===== src/rtl/i2c_mon_pkg.sv =====
package i2c_mon_pkg;

    localparam int PHASE_W = 3;

    typedef enum logic [1:0] {
        ST_IDLE    = 2'd0,
        ST_HELD    = 2'd1,
        ST_RESTART = 2'd2,
        ST_FREED   = 2'd3
    } bus_state_t;

    typedef enum logic [PHASE_W-1:0] {
        PH_NONE   = 3'd0,
        PH_START  = 3'd1,
        PH_RSTART = 3'd2,
        PH_ADDR   = 3'd3,
        PH_DATA   = 3'd4,
        PH_ACK    = 3'd5
    } bus_phase_t;

endpackage


===== src/rtl/i2c_line_sync.sv =====
module i2c_line_sync #(
    parameter int STAGES    = 2,
    parameter int NUM_LINES = 2
) (
    input  logic                 clk,
    input  logic                 rst_n,
    input  logic [NUM_LINES-1:0] din,
    output logic [NUM_LINES-1:0] dsync,
    output logic [NUM_LINES-1:0] dprev
);

    localparam int TOP = STAGES - 1;

    for (genvar i = 0; i < NUM_LINES; i++) begin : g_line
        logic [STAGES-1:0] chain;

        always_ff @(posedge clk or negedge rst_n) begin
            if (!rst_n) begin
                chain    <= '1;
                dprev[i] <= 1'b1;
            end else begin
                chain    <= {chain[TOP-1:0], din[i]};
                dprev[i] <= chain[TOP];
            end
        end

        assign dsync[i] = chain[TOP];
    end

endmodule


===== src/rtl/i2c_cond_fsm.sv =====
module i2c_cond_fsm
    import i2c_mon_pkg::*;
(
    input  logic clk,
    input  logic rst_n,
    input  logic en,
    input  logic scl_s,
    input  logic scl_q,
    input  logic sda_s,
    input  logic sda_q,
    output logic start_evt,
    output logic rstart_evt,
    output logic stop_evt,
    output logic start_seen,
    output logic stop_seen,
    output logic restarted,
    output logic bus_free
);

    bus_state_t state, state_nx;
    logic scl_hi;

    assign scl_hi    = scl_s && scl_q;
    assign start_evt = en && scl_hi && sda_q && !sda_s;
    assign stop_evt  = en && scl_hi && !sda_q && sda_s;

    always_comb begin
        state_nx = state;
        if (!en) begin
            state_nx = ST_IDLE;
        end else begin
            unique case (state)
                ST_IDLE, ST_FREED: begin
                    if (start_evt)     state_nx = ST_HELD;
                    else if (stop_evt) state_nx = ST_FREED;
                end
                ST_HELD, ST_RESTART: begin
                    if (start_evt)     state_nx = ST_RESTART;
                    else if (stop_evt) state_nx = ST_FREED;
                end
                default: state_nx = ST_IDLE;
            endcase
        end
    end

    always_ff @(posedge clk or negedge rst_n) begin
        if (!rst_n) state <= ST_IDLE;
        else        state <= state_nx;
    end

    always_comb begin
        start_seen = 1'b0;
        stop_seen  = 1'b0;
        restarted  = 1'b0;
        unique case (state)
            ST_IDLE:    ;
            ST_HELD:    start_seen = 1'b1;
            ST_RESTART: begin
                start_seen = 1'b1;
                restarted  = 1'b1;
            end
            ST_FREED:   stop_seen = 1'b1;
            default:    ;
        endcase
        bus_free   = !start_seen;
        rstart_evt = start_evt && start_seen;
    end

    p_start_marks_r2: assert property (@(posedge clk) disable iff (!rst_n)
        (en && start_evt) |=> (start_seen && !stop_seen));

    p_stop_marks_r2: assert property (@(posedge clk) disable iff (!rst_n)
        (en && stop_evt) |=> (stop_seen && !start_seen && !restarted));

    p_disable_clears_r1: assert property (@(posedge clk) disable iff (!rst_n)
        !en |=> (!start_seen && !stop_seen && !restarted));

    p_restart_r5: assert property (@(posedge clk) disable iff (!rst_n)
        (en && start_evt && start_seen) |=> restarted);

endmodule


===== src/rtl/i2c_arb_check.sv =====
module i2c_arb_check
    import i2c_mon_pkg::*;
(
    input  logic               clk,
    input  logic               rst_n,
    input  logic               en,
    input  logic               scl_s,
    input  logic               scl_q,
    input  logic               sda_s,
    input  logic               drv_sda,
    input  logic [PHASE_W-1:0] phase,
    input  logic               clr,
    output logic               bcl_flag,
    output logic [PHASE_W-1:0] bcl_phase
);

    logic scl_rise, lost;

    assign scl_rise = scl_s && !scl_q;
    assign lost     = en && scl_rise && (phase != PH_NONE) && drv_sda && !sda_s;

    always_ff @(posedge clk or negedge rst_n) begin
        if (!rst_n) begin
            bcl_flag  <= 1'b0;
            bcl_phase <= PH_NONE;
        end else if (!en) begin
            bcl_flag  <= 1'b0;
            bcl_phase <= PH_NONE;
        end else if (lost) begin
            bcl_flag <= 1'b1;
            if (!bcl_flag || clr) bcl_phase <= phase;
        end else if (clr) begin
            bcl_flag  <= 1'b0;
            bcl_phase <= PH_NONE;
        end
    end

    p_bcl_sticky_r8: assert property (@(posedge clk) disable iff (!rst_n)
        (en && bcl_flag && !clr) |=> bcl_flag);

    p_loss_needs_phase_r6: assert property (@(posedge clk) disable iff (!rst_n)
        $rose(bcl_flag) |-> ($past(phase) != PH_NONE && $past(drv_sda)));

    p_first_phase_kept_r7: assert property (@(posedge clk) disable iff (!rst_n)
        (en && bcl_flag && !clr) |=> $stable(bcl_phase));

endmodule


===== src/rtl/i2c_bus_watch.sv =====
module i2c_bus_watch
    import i2c_mon_pkg::*;
#(
    parameter int SYNC_STAGES = 2
) (
    input  logic               clk,
    input  logic               rst_n,
    input  logic               en,
    input  logic               irq_en,
    input  logic               scl_in,
    input  logic               sda_in,
    input  logic               drv_sda,
    input  logic [PHASE_W-1:0] phase,
    input  logic               byte_done,
    input  logic               ack_done,
    input  logic               irq_clr,
    input  logic               bcl_clr,
    output logic               start_seen,
    output logic               stop_seen,
    output logic               restarted,
    output logic               bus_free,
    output logic               irq_flag,
    output logic               irq,
    output logic               bcl_flag,
    output logic [PHASE_W-1:0] bcl_phase
);

    localparam int LINES = 2;
    localparam int L_SCL = 1;
    localparam int L_SDA = 0;

    logic [LINES-1:0] lines_s, lines_q;
    logic start_evt, rstart_evt, stop_evt, irq_set;

    i2c_line_sync #(.STAGES(SYNC_STAGES), .NUM_LINES(LINES)) u_sync (
        .clk   (clk),
        .rst_n (rst_n),
        .din   ({scl_in, sda_in}),
        .dsync (lines_s),
        .dprev (lines_q)
    );

    i2c_cond_fsm u_fsm (
        .clk        (clk),
        .rst_n      (rst_n),
        .en         (en),
        .scl_s      (lines_s[L_SCL]),
        .scl_q      (lines_q[L_SCL]),
        .sda_s      (lines_s[L_SDA]),
        .sda_q      (lines_q[L_SDA]),
        .start_evt  (start_evt),
        .rstart_evt (rstart_evt),
        .stop_evt   (stop_evt),
        .start_seen (start_seen),
        .stop_seen  (stop_seen),
        .restarted  (restarted),
        .bus_free   (bus_free)
    );

    i2c_arb_check u_arb (
        .clk       (clk),
        .rst_n     (rst_n),
        .en        (en),
        .scl_s     (lines_s[L_SCL]),
        .scl_q     (lines_q[L_SCL]),
        .sda_s     (lines_s[L_SDA]),
        .drv_sda   (drv_sda),
        .phase     (phase),
        .clr       (bcl_clr),
        .bcl_flag  (bcl_flag),
        .bcl_phase (bcl_phase)
    );

    assign irq_set = en && (start_evt || rstart_evt || stop_evt || byte_done || ack_done);

    always_ff @(posedge clk or negedge rst_n) begin
        if (!rst_n)       irq_flag <= 1'b0;
        else if (!en)     irq_flag <= 1'b0;
        else if (irq_set) irq_flag <= 1'b1;
        else if (irq_clr) irq_flag <= 1'b0;
    end

    assign irq = irq_flag && irq_en;

    p_stop_irq_r4: assert property (@(posedge clk) disable iff (!rst_n)
        (en && stop_evt && irq_en) |=> (irq_flag && (irq || !irq_en)));

    p_irq_sticky_r8: assert property (@(posedge clk) disable iff (!rst_n)
        (en && irq_flag && !irq_clr) |=> irq_flag);

    p_free_rule_r3: assert property (@(posedge clk) disable iff (!rst_n)
        bus_free == (stop_seen || (!start_seen && !stop_seen)));

endmodule


===== config.mk =====
export PLATFORM = sky130hd
export DESIGN_NAME = i2c_bus_watch
export DESIGN_NICKNAME = d
export VERILOG_FILES = /design/src/rtl/i2c_mon_pkg.sv /design/src/rtl/i2c_line_sync.sv /design/src/rtl/i2c_cond_fsm.sv /design/src/rtl/i2c_arb_check.sv /design/src/rtl/i2c_bus_watch.sv
export SDC_FILE = /design/constraint.sdc
export NUM_CORES = 1
export LEC_CHECK = 0
export ABC_AREA = 1
export CELL_PAD_IN_SITES_DETAIL_PLACEMENT = 0
export CELL_PAD_IN_SITES_GLOBAL_PLACEMENT = 2
export CORE_MARGIN = 4
export CORE_UTILIZATION = 23
export CTS_CLUSTER_SIZE = 24
export DETAILED_ROUTE_END_ITERATION = 8
export PLACE_DENSITY = 0.75
export SETUP_SLACK_MARGIN = 0.4
export SLEW_MARGIN = 30
export SYNTH_ARGS = -nofsm -noshare
export SYNTH_HDL_FRONTEND = slang
export SYNTH_SLANG_ARGS = --single-unit

===== constraint.sdc =====
create_clock -name clk -period 1.35 [get_ports clk]
set_input_delay 0.27 -clock clk [delete_from_list [all_inputs] [get_ports clk]]
set_output_delay 0.27 -clock clk [all_outputs]
set_load 0.02 [all_outputs]

==> results of run 1 <==
-- registers in the layout, summed over array words and instances, names as in the netlist --
name                 count
irq_flag                 1
u_arb.bcl_flag           1
u_arb.bcl_phase          3
u_fsm.state              2
u_sync.dprev             2
u_sync.g_line.chain      4
-- per-stage QoR --
step | utilization | total power [mW] | setup slack, ps | TNS (ps)
3_3_place_gp | 0.379 | 0.576 | -321 | -1930
4_1_cts | 0.429 | 0.841 | -70.0 | -170
6_report | 0.452 | 0.833 | -49.6 | -110
5_1_grt | 0.452 | 0.888 | -105 | -264
2_1_floorplan | - | 0.487 | 288 | 0
3_5_place_dp | 0.379 | 0.577 | -327 | -2000
-- report_power, final --
part | internal (mW) | switching [mW]
logic | 0.0959 | 0.0809
registers | 0.412 | 0.0129
clock network | 0.114 | 0.116
total | 0.622 | 0.210
-- cell families (layout without fill, tap and decap cells) --
kind of cell,Yosys count,count (layout),synth area share
AND/OR/NAND/NOR,33,33,0.259
flip-flops,13,13,0.555
buffers and inverters,13,53,0.0814
AO/OA/AOI/OAI,6,6,0.0626
adder cells (fa/ha/maj),2,2,0.0417
-- cell usage in the layout, fill, tap and decap left out, drive strengths merged --
cell type      instances
buf                   23
clkbuf                 4
clkdlybuf4s50         11
dfrtp                  7
dfstp                  6
dlygate4sd2            2
ha                     2
inv                   13
nand2                 14
nand3                  9
nor2                  10
o211ai                 3
o21ai                  3
-- routing by layer --
layer,part of all wire,wire length (um),vias up
met3,0.043,61,2
met2,0.55,779,9
li1,-,-,290
met1,0.39,547,260
met5,0,0,-
met4,0.017,24,0
-- final timing paths --
path                                           startpoint                        end  slack [ps]
worst max-delay path                       u_fsm.state[1]                  stop_seen         -50
worst min-delay path                                rst_n             u_fsm.state[1]         290
worst max register to register  u_sync.g_line[1].chain[1]         u_arb.bcl_phase[2]         140
worst min register to register  u_sync.g_line[0].chain[0]  u_sync.g_line[0].chain[1]         360
max in group asynchronous                           rst_n  u_sync.g_line[1].chain[0]         820
min in group clk                u_sync.g_line[0].chain[0]  u_sync.g_line[0].chain[1]         360
-- worst register-to-register path, cell delays in order (launching register included) --
cell and delay, ps:
dfstp_2 580, nand3_2 110, nor2_4 160, nand3_4 110, nand3_1 100, nand2_1 50
-- area by class of cell --
class / count / area share
multi-input cells: 41 / 0.295
inverters: 13 / 0.0458
flip-flops and latches: 13 / 0.297
repair buffers: 36 / 0.305
well taps: 30 / 0.0335
clock buffers: 4 / 0.0235
-- repair_timing --
| action | 4_1_cts | 5_1_grt |
|---|---|---|
| hold buffers | 0 | 0 |
| setup buffers | 5 | 1 |
| hold endpoints to repair | 0 | 0 |
| resized for setup | 76 | 10 |
| pin swaps | 10 | 9 |
| setup endpoints to repair | 17 | 17 |
==> metrics.txt, run 1 <==
outcome=finished, violations left; failing checks=negative setup slack; n_diodes=0; Final WS setup=-49.6 ps; Worst Reg-to-Reg Cells=5; vias in the first global route=530; multi-input logic area=330 um2; CTS tree=built; Max stage delay on crit path=410 ps; Placement Cell Area=940 um2; Port Buffers=23; Root Buffer=clkbuf_4; area share of the largest cell type after synthesis=0.292; Rows=18; max-cap viol count=0; Crit. path cell count=3; Slowest cell on crit path=dfrtp_1; synthesized net count=83; die width=59.0 um; met1 Usage GRT=0.109; Power per Cell Area=744 nW/um2; GRT Max-Usage Layer=met2; clock sink total=13; Synth Flop Type=dfrtp_1; CTS buffer count=3; initial core utilization=0.242; Post-synth EDFFs=0; Final period util=1.04; synth cell count leaders=inv_1, nand2_1, nand3_1, nor2_1, dfrtp_1; Yosys warning total=0; Startpoint Class=register; CORE AREA=2480 um2; worst skew pair latency=270 ps; critical path class=register to primary output; M3 GR Usage=0.0414; Die H=59.0 um; placed insts=127; crit-path cells=buf_4 -> ha_1 -> buf_6; count leader, synth=inv_1; clock skew=4.10 ps; total congestion overflow=0; Total GRT Usage=0.0901; Slew headroom=0.830; Antenna Nets Post-Route=0; worst slew pin tran=255 ps; Yosys top cell by area=dfrtp_1; Max Freq=0.714 GHz; min cycle time layout=1400 ps; Seq/Total Area, Yosys=0.555; Syn-to-layout area delta=86.8%; register area=333 um2; Post-Synthesis Cells=67; mean area per synthesized cell=8.95 um2; clk buf depth=2; CP max FO=2; largest net degree at the start of global routing=14; DRT iter0 DRCs=2; GR Layer Usage met2=0.137; Final Cell Area=1120 um2; Hold Path Class=input pin to asynchronous set/reset pin; Synth async-reset ratio=1.00; Worst Hold Margin=294 ps; final WL=1.41 mm; first-pass GRT wire length=2.33 mm; CP delay by family, top=flip-flops; final setup vio count=3; Distinct cells, synth=13; GP Congestion=0.729; Worst-path clk slew=80 ps; I/O Pins=24; Cell Area, Synth=599 um2; post-route DRC violation count=0; routed vias=561; Leak=0.555 nW; fin nets=124; fillers=261; Crit path buffers/inverters=2; final slew viol count=0; top post-synthesis cells by area=dfrtp_1, dfstp_2, inv_1, nand2_1, nand3_1; CTS H-tree depth=1; layout cells sized above 1=0.514; First-pass DRT Iterations=4; DR vias/cell=4.09; Required @ worst endpoint=1080 ps; wire per inst=10.3 um; #FFs+latches synth=13; DPL Wire Length=1.04 mm; RSZ-0062 raised after global routing=yes; initial antenna violation count=0; Die Area=3490 um2; WP data arrival=1130 ps; Layout Cells excl Fill=137; Max VDD drop=0.000467 V; Final Hold Vio Count=0; Worst setup EP type=primary output
Power figures use the tool's default switching activity.
==> inputs of run 2 (changes only) <==
Settings changed: CAP_MARGIN set to 10, CTS_CLUSTER_DIAMETER set to 50, TNS_END_PERCENT set to 5.
==> run 2 against run 1 <==
The run still ends with negative setup slack left. Cell count fell by 2.2%. Via count up 0.18%. Clock skew is essentially flat. Non-clock buffer count is 3 lower. Critical endpoint unchanged. Critical path depth did not move. Maximum frequency down 2.1%.
==> metrics.txt, run 2 (synthesis gave the netlist of run 1 again) <==
CTS buffer count=3; Power per Cell Area=788 nW/um2; routed vias=562; DRT iter0 DRCs=2; CTS tree=built; wire per inst=10.3 um; worst slew pin tran=241 ps; Biggest register=u_sync.g_line.chain; final slew viol count=0; die width=59.0 um; critical path class=register to primary output; failing checks=negative setup slack; Net Sw Frac=0.271; clock sink total=13; largest net degree at the start of global routing=14; First-pass DRT Iterations=2; Total GRT Usage=0.0878; GR Layer Usage met2=0.142; RSZ-0062 raised after global routing=yes; reg2reg start=u_fsm.state[1]; Max Freq=0.699 GHz; max FFs per register=4; CTS H-tree depth=1; Worst-path clk slew=90 ps; clock skew=4.16 ps; fillers=266; DPL Wire Length=1.09 mm; Post-Route Utilization=0.432; Root Buffer=clkbuf_4; initial core utilization=0.242; initial antenna violation count=0; Final period util=1.06; Die H=59.0 um; Sw Pwr=0.228 mW; final setup vio count=3; WP data arrival=1160 ps; CP max FO=2; Regs by FF count=u_sync.g_line.chain: 4 flops, u_arb.bcl_phase: 3 flops; I/O Pins=24; commonest non-fill, non-tap cell in the layout=clkdlybuf4s50_1; Port Buffers=23; Hold Path Class=input pin to asynchronous set/reset pin; Required @ worst endpoint=1080 ps; layout cells sized above 1=0.510; CORE AREA=2480 um2; Reg power frac=0.506; post-route DRC violation count=0; GRT Max-Usage Layer=met2; vias in the first global route=555; Syn-to-layout area delta=78.5%; fin nets=121; met1 Usage GRT=0.109; worst skew pair latency=280 ps; Startpoint Class=register; Slew headroom=0.837; Antenna Nets Post-Route=0; reg-to-reg endpoint=u_fsm.state[1]; Final Hold Vio Count=0; Internal Power=0.615 mW; total congestion overflow=0; max-cap viol count=0; most frequent cells in the layout=clkdlybuf4s50_1, buf_6, inv_1, buf_4; min cycle time layout=1430 ps; Leak=0.527 nW; GP Congestion=0.689; clk buf depth=2; Worst setup EP type=primary output; Die Area=3490 um2; Max VDD drop=0.000644 V; outcome=finished, violations left; combinational power share=0.199; Clk pwr share=0.295; DP Worst Slack=-319 ps; Worst Reg-to-Reg Cells=6; Rows=18; n_diodes=0; final WL=1.39 mm; M3 GR Usage=0.0305; first-pass GRT wire length=2.34 mm; internal reg-to-reg setup slack=130 ps; Final WS setup=-80.0 ps; DR vias/cell=4.19
run 2: worst max-delay path, cell delays in order (launching register included):
cell	delay (ps)
dfrtp_1	420
buf_4	150
ha_1	180
buf_6	130
run 2: area by class of cell:
type	count	area, um2	share of cell area
sequential	13	333	0.311
timing repair buffer	33	320	0.299
multi-input combinational	41	300	0.281
inverter	13	51.3	0.0480
tap	30	37.5	0.0351
clock buffer	3	22.5	0.0211
clock inverter	1	5.00	0.00468
run 2: worst max path at each step:
stage                                    end  cells after the start                      start
after CTS                          stop_seen                      3             u_fsm.state[1]
after global placement                   irq                      4                     irq_en
after floorplan           u_arb.bcl_phase[0]                      5  u_sync.g_line[1].chain[1]
after global routing              start_seen                      4             u_fsm.state[0]
final                              stop_seen                      3             u_fsm.state[1]
after detailed placement                 irq                      4                     irq_en
run 2: routing by layer:
metal | part of all wire | wire, um
met1 | 0.42 | 579
met5 | 0 | 0
met2 | 0.47 | 656
met4 | 0 | 0
met3 | 0.11 | 149
run 2: metrics by stage:
| stage | TNS, ps | hold slack (ps) | cells | instance area, um2 | power, mW |
|---|---|---|---|---|---|
| after floorplan | 0 | -25.6 | 67 | 619 | 0.486 |
| after global placement | -1560 | 347 | 128 | 947 | 0.577 |
| after detailed placement | -1430 | 348 | 128 | 947 | 0.579 |
| after CTS | -245 | 292 | 132 | 1020 | 0.835 |
| after global routing | -366 | 302 | 134 | 1070 | 0.890 |
| final | -225 | 287 | 134 | 1070 | 0.843 |
run 2: repair_timing:
item | 4_1_cts | 5_1_grt
resized for setup | 70 | 12
hold buffers | 0 | 0
pin swaps | 19 | 18
setup endpoints to repair | 17 | 17
setup buffers | 0 | 2
hold endpoints to repair | 0 | 0
run 2: power groups by stage:
stage	Combinational [mW]	Sequential, mW	Clock [mW]
after CTS	0.157	0.426	0.252
final	0.168	0.426	0.249
after floorplan	0.0522	0.434	0
after global placement	0.147	0.430	0
after detailed placement	0.149	0.431	0
after global routing	0.185	0.430	0.276
